===== src/rtl/smallAluPkg.sv =====
package smallAluPkg;
  typedef enum logic [3:0] {
    OP_ADD  = 4'd0,  OP_SUB  = 4'd1,  OP_ADDO = 4'd2,  OP_SUBO = 4'd3,
    OP_AND  = 4'd4,  OP_OR   = 4'd5,  OP_XOR  = 4'd6,  OP_BSET = 4'd7,
    OP_BCLR = 4'd8,  OP_BTST = 4'd9,  OP_SHL  = 4'd10, OP_SHR  = 4'd11,
    OP_ROL  = 4'd12, OP_ROR  = 4'd13, OP_MUL  = 4'd14, OP_DIV  = 4'd15
  } aluOp_e;

  typedef struct packed {
    logic execOne;   // single-cycle operation writes results now
    logic loadDiv;   // capture dividend and divisor
    logic stepDiv;   // advance the divider by one clock of steps
    logic finishDiv; // last divider clock: write quotient and remainder
  } aluStrobe_t;
endpackage


===== src/rtl/smallAluCtrl.sv =====
module smallAluCtrl
  import smallAluPkg::*;
#(
  parameter int DIV_CYC = 8
) (
  input  logic       clk,
  input  logic       rstN,
  input  logic       start,
  input  logic [3:0] opcode,
  input  logic       divisorZero,
  output aluStrobe_t strobe,
  output logic       busy,
  output logic       done
);
  localparam int CW = $clog2(DIV_CYC + 1);

  logic [CW-1:0] cnt;
  logic accept;
  logic isDiv;

  assign accept = start && !busy;
  assign isDiv  = (opcode == OP_DIV);

  always_comb begin
    strobe           = '0;
    strobe.execOne   = accept && !(isDiv && !divisorZero);
    strobe.loadDiv   = accept && isDiv && !divisorZero;
    strobe.stepDiv   = busy;
    strobe.finishDiv = busy && (cnt == CW'(DIV_CYC - 1));
  end

  always_ff @(posedge clk) begin
    if (!rstN) begin
      busy <= 1'b0;
      cnt  <= '0;
      done <= 1'b0;
    end else begin
      done <= strobe.execOne || strobe.finishDiv;
      if (strobe.loadDiv) begin
        busy <= 1'b1;
        cnt  <= '0;
      end else if (busy) begin
        cnt <= cnt + 1'b1;
        if (strobe.finishDiv) busy <= 1'b0;
      end
    end
  end
endmodule


===== src/rtl/smallAluPath.sv =====
module smallAluPath
  import smallAluPkg::*;
#(
  parameter int W     = 8,
  parameter int STEPS = 2
) (
  input  logic         clk,
  input  logic         rstN,
  input  aluStrobe_t   strobe,
  input  logic [3:0]   opcode,
  input  logic [W-1:0] opA,
  input  logic [W-1:0] opB,
  input  logic [W-1:0] opC,
  output logic         divisorZero,
  output logic [W-1:0] resHi,
  output logic [W-1:0] resLo,
  output logic         carry,
  output logic         sign,
  output logic         bitTest
);
  localparam int IW  = $clog2(W);
  localparam int OFF = 1 << (W - 1);

  aluOp_e op;
  assign op = aluOp_e'(opcode);
  assign divisorZero = (opC == '0);

  // arithmetic: two guard bits, top bit = negative, next = overflow
  logic [W+1:0] arithVal;
  always_comb begin
    case (op)
      OP_ADD:  arithVal = {2'b00, opA} + {2'b00, opB};
      OP_SUB:  arithVal = {2'b00, opA} - {2'b00, opB};
      OP_ADDO: arithVal = {2'b00, opA} + {2'b00, opB} - (W+2)'(OFF);
      default: arithVal = {2'b00, opA} - {2'b00, opB} + (W+2)'(OFF);
    endcase
  end

  logic [IW-1:0] bitIdx;
  logic [W-1:0]  bitMask;
  logic [W-1:0]  simpleRes;
  assign bitIdx  = opB[IW-1:0];
  assign bitMask = W'(1) << bitIdx;

  always_comb begin
    case (op)
      OP_AND:  simpleRes = opA & opB;
      OP_OR:   simpleRes = opA | opB;
      OP_XOR:  simpleRes = opA ^ opB;
      OP_BSET: simpleRes = opA | bitMask;
      OP_BCLR: simpleRes = opA & ~bitMask;
      OP_SHL:  simpleRes = {opA[W-2:0], 1'b0};
      OP_SHR:  simpleRes = {1'b0, opA[W-1:1]};
      OP_ROL:  simpleRes = {opA[W-2:0], opA[W-1]};
      OP_ROR:  simpleRes = {opA[0], opA[W-1:1]};
      default: simpleRes = opA;
    endcase
  end

  logic [2*W-1:0] product;
  assign product = {{W{1'b0}}, opA} * {{W{1'b0}}, opB};

  // restoring divider, STEPS quotient bits per clock
  logic [W:0]     remQ;
  logic [2*W-1:0] quoQ;
  logic [W-1:0]   dvsQ;
  logic [W:0]     remS [0:STEPS];
  logic [2*W-1:0] quoS [0:STEPS];

  assign remS[0] = remQ;
  assign quoS[0] = quoQ;

  for (genvar s = 0; s < STEPS; s++) begin : gStep
    logic [W:0] shifted;
    logic [W:0] trial;
    assign shifted     = {remS[s][W-1:0], quoS[s][2*W-1]};
    assign trial       = shifted - {1'b0, dvsQ};
    assign remS[s+1]   = trial[W] ? shifted : trial;
    assign quoS[s+1]   = {quoS[s][2*W-2:0], ~trial[W]};
  end

  always_ff @(posedge clk) begin
    if (!rstN) begin
      remQ    <= '0;
      quoQ    <= '0;
      dvsQ    <= '0;
      resHi   <= '0;
      resLo   <= '0;
      carry   <= 1'b0;
      sign    <= 1'b0;
      bitTest <= 1'b0;
    end else begin
      if (strobe.loadDiv) begin
        remQ <= '0;
        quoQ <= {opA, opB};
        dvsQ <= opC;
      end else if (strobe.stepDiv) begin
        remQ <= remS[STEPS];
        quoQ <= quoS[STEPS];
      end

      if (strobe.finishDiv) begin
        resHi <= quoS[STEPS][W-1:0];
        resLo <= remS[STEPS][W-1:0];
        carry <= |quoS[STEPS][2*W-1:W];
        sign  <= 1'b0;
      end else if (strobe.execOne) begin
        case (op)
          OP_ADD, OP_SUB, OP_ADDO, OP_SUBO: begin
            resHi <= '0;
            resLo <= arithVal[W-1:0];
            sign  <= arithVal[W+1];
            carry <= !arithVal[W+1] && arithVal[W];
          end
          OP_MUL: begin
            {resHi, resLo} <= product;
            carry <= 1'b0;
            sign  <= 1'b0;
          end
          OP_DIV: begin
            resHi <= '1;
            resLo <= opB;
            carry <= 1'b1;
            sign  <= 1'b0;
          end
          OP_BTST: begin
            bitTest <= opA[bitIdx];
            resHi   <= '0;
            resLo   <= simpleRes;
          end
          default: begin
            resHi <= '0;
            resLo <= simpleRes;
          end
        endcase
      end
    end
  end
endmodule


===== src/rtl/smallAlu.sv =====
module smallAlu
  import smallAluPkg::*;
#(
  parameter int W     = 8,
  parameter int STEPS = 2
) (
  input  logic         clk,
  input  logic         rstN,
  input  logic         start,
  input  logic [3:0]   opcode,
  input  logic [W-1:0] opA,
  input  logic [W-1:0] opB,
  input  logic [W-1:0] opC,
  output logic [W-1:0] resHi,
  output logic [W-1:0] resLo,
  output logic         carry,
  output logic         sign,
  output logic         bitTest,
  output logic         done,
  output logic         busy
);
  localparam int DIV_CYC = (2 * W) / STEPS;

  aluStrobe_t strobe;
  logic       divisorZero;

  smallAluCtrl #(.DIV_CYC(DIV_CYC)) ctrl (
    .clk(clk), .rstN(rstN), .start(start), .opcode(opcode),
    .divisorZero(divisorZero), .strobe(strobe), .busy(busy), .done(done)
  );

  smallAluPath #(.W(W), .STEPS(STEPS)) path (
    .clk(clk), .rstN(rstN), .strobe(strobe), .opcode(opcode),
    .opA(opA), .opB(opB), .opC(opC), .divisorZero(divisorZero),
    .resHi(resHi), .resLo(resLo), .carry(carry), .sign(sign),
    .bitTest(bitTest)
  );
endmodule


===== config.mk =====
export PLATFORM = sky130hd
export DESIGN_NAME = smallAlu
export DESIGN_NICKNAME = d
export VERILOG_FILES = /design/src/rtl/smallAluPkg.sv /design/src/rtl/smallAluCtrl.sv /design/src/rtl/smallAluPath.sv /design/src/rtl/smallAlu.sv
export SDC_FILE = /design/constraint.sdc
export NUM_CORES = 1
export LEC_CHECK = 0
export BUFFER_PORTS_ARGS = -buffer_cell sky130_fd_sc_hd__clkbuf_2
export CAP_MARGIN = 20
export CORE_MARGIN = 1.5
export CORE_UTILIZATION = 35
export CTS_BUF_LIST = sky130_fd_sc_hd__clkbuf_8
export CTS_CLUSTER_DIAMETER = 40
export CTS_CLUSTER_SIZE = 25
export DETAILED_ROUTE_END_ITERATION = 8
export PLACE_DENSITY = 0.52
export SLEW_MARGIN = 0
export SYNTH_ARGS = -nofsm -noshare
export SYNTH_HDL_FRONTEND = slang
export SYNTH_SLANG_ARGS = --single-unit

===== constraint.sdc =====
create_clock -name clk -period 12.6 [get_ports clk]
set_input_delay 1.26 -clock clk [delete_from_list [all_inputs] [get_ports clk]]
set_output_delay 1.26 -clock clk [all_outputs]
set_load 0.02 [all_outputs]

# Word level (Yosys, flattened, before mapping)
# Index checks and enable logic that the tools add are counted.
# op_classes
add_sub_neg,7
mul,1
div,0
n_lt_le_gt_ge,1
eq_ne,16
shifts,1
mux,21
bitwise,10
reduce_logical,26
# ops
op,count
$pmux W8 S9,1
$mux W8,6
$eq A4 B4 Y1 const B,8
$mux W16,2
$pmux W10 S3,1
$pmux W8 S3,1
$eq A4 B3 Y1 const B,5
$sub A9 B8 Y9,2
$and A8 B8 Y8,2
$mul A8 B8 Y16,1
$or A8 B8 Y8,2
$pmux W8 S2,1
$add A10 B8 Y10 const B,1
$sub A10 B8 Y10 const B,1
$add A8 B8 Y9,1
$sub A8 B8 Y9,1
$eq A4 B2 Y1 const B,2
$logic_not A8 Y1,1
$not A8 Y8,1
$reduce_or A8 Y1,1
$shl A1 B3 Y8 const A,1
$xor A8 B8 Y8,1
$logic_and A1 B1 Y1,7
$mux W1,6
16 further kinds,27
# word_totals
reg_bits,57
latch_bits,0
ramBits,0
rom_bits,0
in_bits,31
output_inout_bits,21
word_cells,94
memories,0

# Depth between registers and ports, before layout
# logic_depth
depth_word,8
mapped_depth,22

# Modules after synthesis
# From an unflattened synthesis, not the netlist that was laid out.
# hier_totals
hier_cells,913
hier_area_um2,7274.5
# modules_own_cells
mod,n_inst,cells_per_inst,area_each_um2
smallAluPath,1,879,6939.2
smallAluCtrl,1,34,335.3

# Worst setup path after synthesis
# OpenSTA, ideal clock, no wires.
# synth_path
path_type,input -> register
from,input opB[2]
to,register path.resHi[7]
arrival_time_ps,5431
required_time_ps,12470
slack_ps,7039
cell_stages,17
path_buffers,2
path_cell_list,clkbuf_1 > clkbuf_1 > and2_1 > fa_1 > fa_1 > fa_1 > inv_1 > fa_1 > inv_1 > ha_1 > or3_1 > o21ai_0 > o31ai_1 > a21o_1 > a21oi_1 > xnor2_1 > o22ai_1
# synth_between
elab_chain_len,4
# synth_lines
item,line,source
start: declaration,smallAlu.sv:12,"input logic [W-1:0] opB,"
$mul A8 B8 Y16,smallAluPath.sv:61,"assign product = {{W{1'b0}}, opA} * {{W{1'b0}}, opB};"
$pmux W8 S2,smallAluPath.sv:108,case (op)
$mux W8,smallAluPath.sv:107,end else if (strobe.execOne) begin
$mux W8,smallAluPath.sv:102,if (strobe.finishDiv) begin
end signal: assignment,smallAluPath.sv:103,resHi <= quoS[STEPS][W-1:0];
end signal: assignment,smallAluPath.sv:116,"{resHi, resLo} <= product;"
end: declaration,smallAluPath.sv:15,"output logic [W-1:0] resHi,"
# No other way between the ends. The select of a mux whose other input is x is not followed.
# A chain may end at the register's enable or synchronous reset.

# Worst setup path in the final report
# layout_path
from,input opA[4]
to,register path.resHi[7]
# layout_between
elab_chain_len,4
# layout_lines
item,line,source
start: declaration,smallAlu.sv:11,"input logic [W-1:0] opA,"
$mul A8 B8 Y16,smallAluPath.sv:61,
$pmux W8 S2,smallAluPath.sv:108,
$mux W8,smallAluPath.sv:107,
$mux W8,smallAluPath.sv:102,
# No other way between the ends. The select of a mux whose other input is x is not followed.

==> metrics.yaml <==
hold_end: "path.quoQ[11]$_SDFFE_PN0P_"
ys_async_sr_fraction_pct: 0
cp_cell_sequence: "clkbuf_2, ha_1, fa_1, fa_1, fa_1, inv_1, fa_1, inv_1, ha_1, or3_1, o21ai_0, o31ai_1, a21o_1, a21oi_1, xnor2_1, o22ai_1"
hold_viol: 0
ys_types: 63
port_buffers: 51
cts_buffer_depth: 2
synth_seq_cells: 57
synth_top_area_share_pct: 16.3
end_kind: "flop"
die_w_um: 144
via_count: 6440
cp-startpoint: "opA[4]"
worst-path-max-fanout: 14
register_area_um2: 1140
holdBufCountCts: 0
critPathMostFrequentCell: "fa_1"
htree_levels: 3
dieArea_um2: 20800
finalMaxSlewViolations: 0
yosysWarnings: 0
required_ns: 12.83
pwr_density_cell_nw_per_um2: 106
finalSetupViolations: 0
dr.pass1.iters: 5
clock_sinks: 57
yosys-top-cells-area: "dfxtp_1, ha_1, fa_1"
grtUsageTotal_pct: 21.4
max_freq_ghz: 0.182
r2r-start: "path.quoQ[15]$_SDFFE_PN0P_"
drive_gt1_share_pct: 10.2
hold_depth: 2
fin_area_um2: 7590
grt_use_met3_pct: 3.44
worst-setup-path-type: "input pin to flop"
maxCapViolations: 0
grt_max_degree: 44
busiest_layer: "met1"
antenna_left: 0
antennaDiodeCount: 0
mostFrequentLayoutCells: "inv_1, nand2_1, ha_1"
min_period_ns: 5.49
grt_pass1_wl_um: 34300
rr_endpoint: "path.resLo[0]$_SDFFE_PN0P_"
reg2reg_setup_slack_ns: 7.52
avgRoutedWirePerCell_um: 18.2
yosysTopAreaCell: "dfxtp_1"
die_y_um: 144
io_pins: 52
tritoncts: "built"
cts_setup_buffers: 0
p_leak_nw: 3.19
gp_congestion: 0.885
numCtsBuffers: 9
netlist_area_um2: 6990
grt_overflow: 0
drc: 0
place_ws_ns: 6.78
area_delta_synth_final_pct: 8.55
fin_ws_ns: 7.11
via_per_inst: 5.49
synth-seq-area-share_pct: 16.3
cts_root_buf: "clkbuf_8"
synth_edf_count: 0
finClkSkew_ns: 0.0103
syn-num-nets: 1036
core_um2: 19500
whs_ns: 0.480
final_common_cell: "inv_1"
synthCells: 894
grt_pass1_vias: 6114
slew_headroom_pct: 26.1
ir_drop_uv: 48.8
multi_input_comb_area_um2: 5300
antenna_found_initial: 0
rsz0062_at_grt: "no"
final_nets: 1046
tightestPinTransition_ns: 1.10
cp_slowest_stage_delay_ns: 0.57
setup_tns_ns: 0
fillers: 2097
use_met2_pct: 31.5
clkTransAtPathRegs_ns: 0.07
crit_path_start_kind: "input pin"
cp_data_arrival_time_ns: 5.72
hold_class: "flop to flop"
clk-insertion-delay-late_ns: 0.35
post_cts_resized: 0
p_total_w: 0.000802
crit_path_top_delay_cell: "fa_1"
syn_avg_cell_area_um2: 7.82
num_rows: 51
hp-start: "path.quoQ[11]$_SDFFE_PN0P_"
status: "finished clean"
initial_core_util_pct: 35.8
period_share_pct: 43.5
dp.final_hpwl_um: 15900
drtIter0Drc: 448
met1_usage_pct: 32.4
r2r_cells: 18
synthFlopType: "dfxtp_1"
dpl_cell_area_um2: 7400
finalWirelength_um: 21400
## layer usage
layer / vias to the layer above / wire, µm
met4: 0 / 273
met2: 186 / 9050
met3: 22 / 1160
met5: - / 0
li1: 3172 / -
met1: 3060 / 10900
## worst max-delay path, delay by kind of cell
kind / cells / cell delay [ns]
XOR/XNOR: 1 / 0.14
buffers and inverters: 3 / 0.35
adder cells (fa/ha/maj): 6 / 2.79
AND/OR/NAND/NOR: 1 / 0.31
AO/OA/AOI/OAI: 5 / 0.87
## how the worst max path moves through the flow
stage	endpoint	slack [ns]
final	path.resHi[7]$_SDFFE_PN0P_	7.11
after global routing	path.resHi[7]$_SDFFE_PN0P_	6.87
after CTS	path.resHi[7]$_SDFFE_PN0P_	7.13
after detailed placement	path.resHi[7]$_SDFFE_PN0P_	6.78
after global placement	path.resHi[7]$_SDFFE_PN0P_	6.83
after floorplan	path.resHi[7]$_SDFFE_PN0P_	7.04
## registers in the layout, summed over array words and instances (netlist names)
signal and count:
path.quoQ 16, path.dvsQ 8, path.remQ 8, path.resHi 8, path.resLo 8, ctrl.cnt 4
ctrl.busy 1, ctrl.done 1, path.bitTest 1, path.carry 1, path.sign 1
## per-stage QoR
step                      instances  utilization [%]
after floorplan                 894                -
after global placement         1158             37.9
after detailed placement       1158             37.9
after CTS                      1174             38.9
after global routing           1174             38.9
final                          1174             38.9
## report_power, final
part           switching (W)  total, W  internal, W  leakage, nW
Sequential        0.00000497  0.000191     0.000186        0.462
Combinational       0.000269  0.000446     0.000177         2.64
Clock              0.0000826  0.000165    0.0000826       0.0878
## cell families (layout without fill, tap and decap cells)
logic type                 Yosys count  after routing  share of synthesized area [%]
AOI/OAI and AO/OA                  245            245                           23.1
DFF                                 57             57                           16.3
muxes                               26             26                           4.33
adders and majority gates          111            111                           24.2
xor gates and xnor gates            37             37                           4.90
buffers and inverters              142            157                           7.87
and+or+nand+nor                    276            276                           19.3
## cells in the mapped netlist (all sizes together), types with 3 or more instances
| cell type | n |
|---|---|
| and2 | 42 |
| nor2b | 12 |
| ha | 71 |
| nand4 | 7 |
| a21o | 11 |
| inv | 82 |
| o31ai | 9 |
| a21oi | 65 |
| nor3 | 14 |
| mux2 | 4 |
| buf | 7 |
| and3 | 6 |
| xor2 | 16 |
| nand4b | 4 |
| a32oi | 7 |
| a211oi | 10 |
| a222oi | 3 |
| o21ai | 45 |
| o22ai | 14 |
| mux2i | 20 |
| o211ai | 9 |
| o21a | 6 |
| nand2b | 8 |
| a31oi | 10 |
| nand2 | 75 |
| a22oi | 23 |
| a311oi | 3 |
| o21bai | 4 |
| o2111ai | 7 |
| xnor2 | 21 |
| clkbuf | 53 |
| or2 | 4 |
| fa | 40 |
| a221oi | 5 |
| nand3 | 19 |
| nor4 | 6 |
| dfxtp | 57 |
| or3 | 3 |
| nor2 | 69 |
## layout make-up
type	instances	share of cell area (%)
tap	265	4.37
multi-input combinational	695	69.9
clock buffer	11	1.99
inverter	82	4.05
sequential	57	15.0
clock inverter	5	0.527
timing repair buffer	59	4.15
No activity file was read; power rests on OpenSTA's default activity.
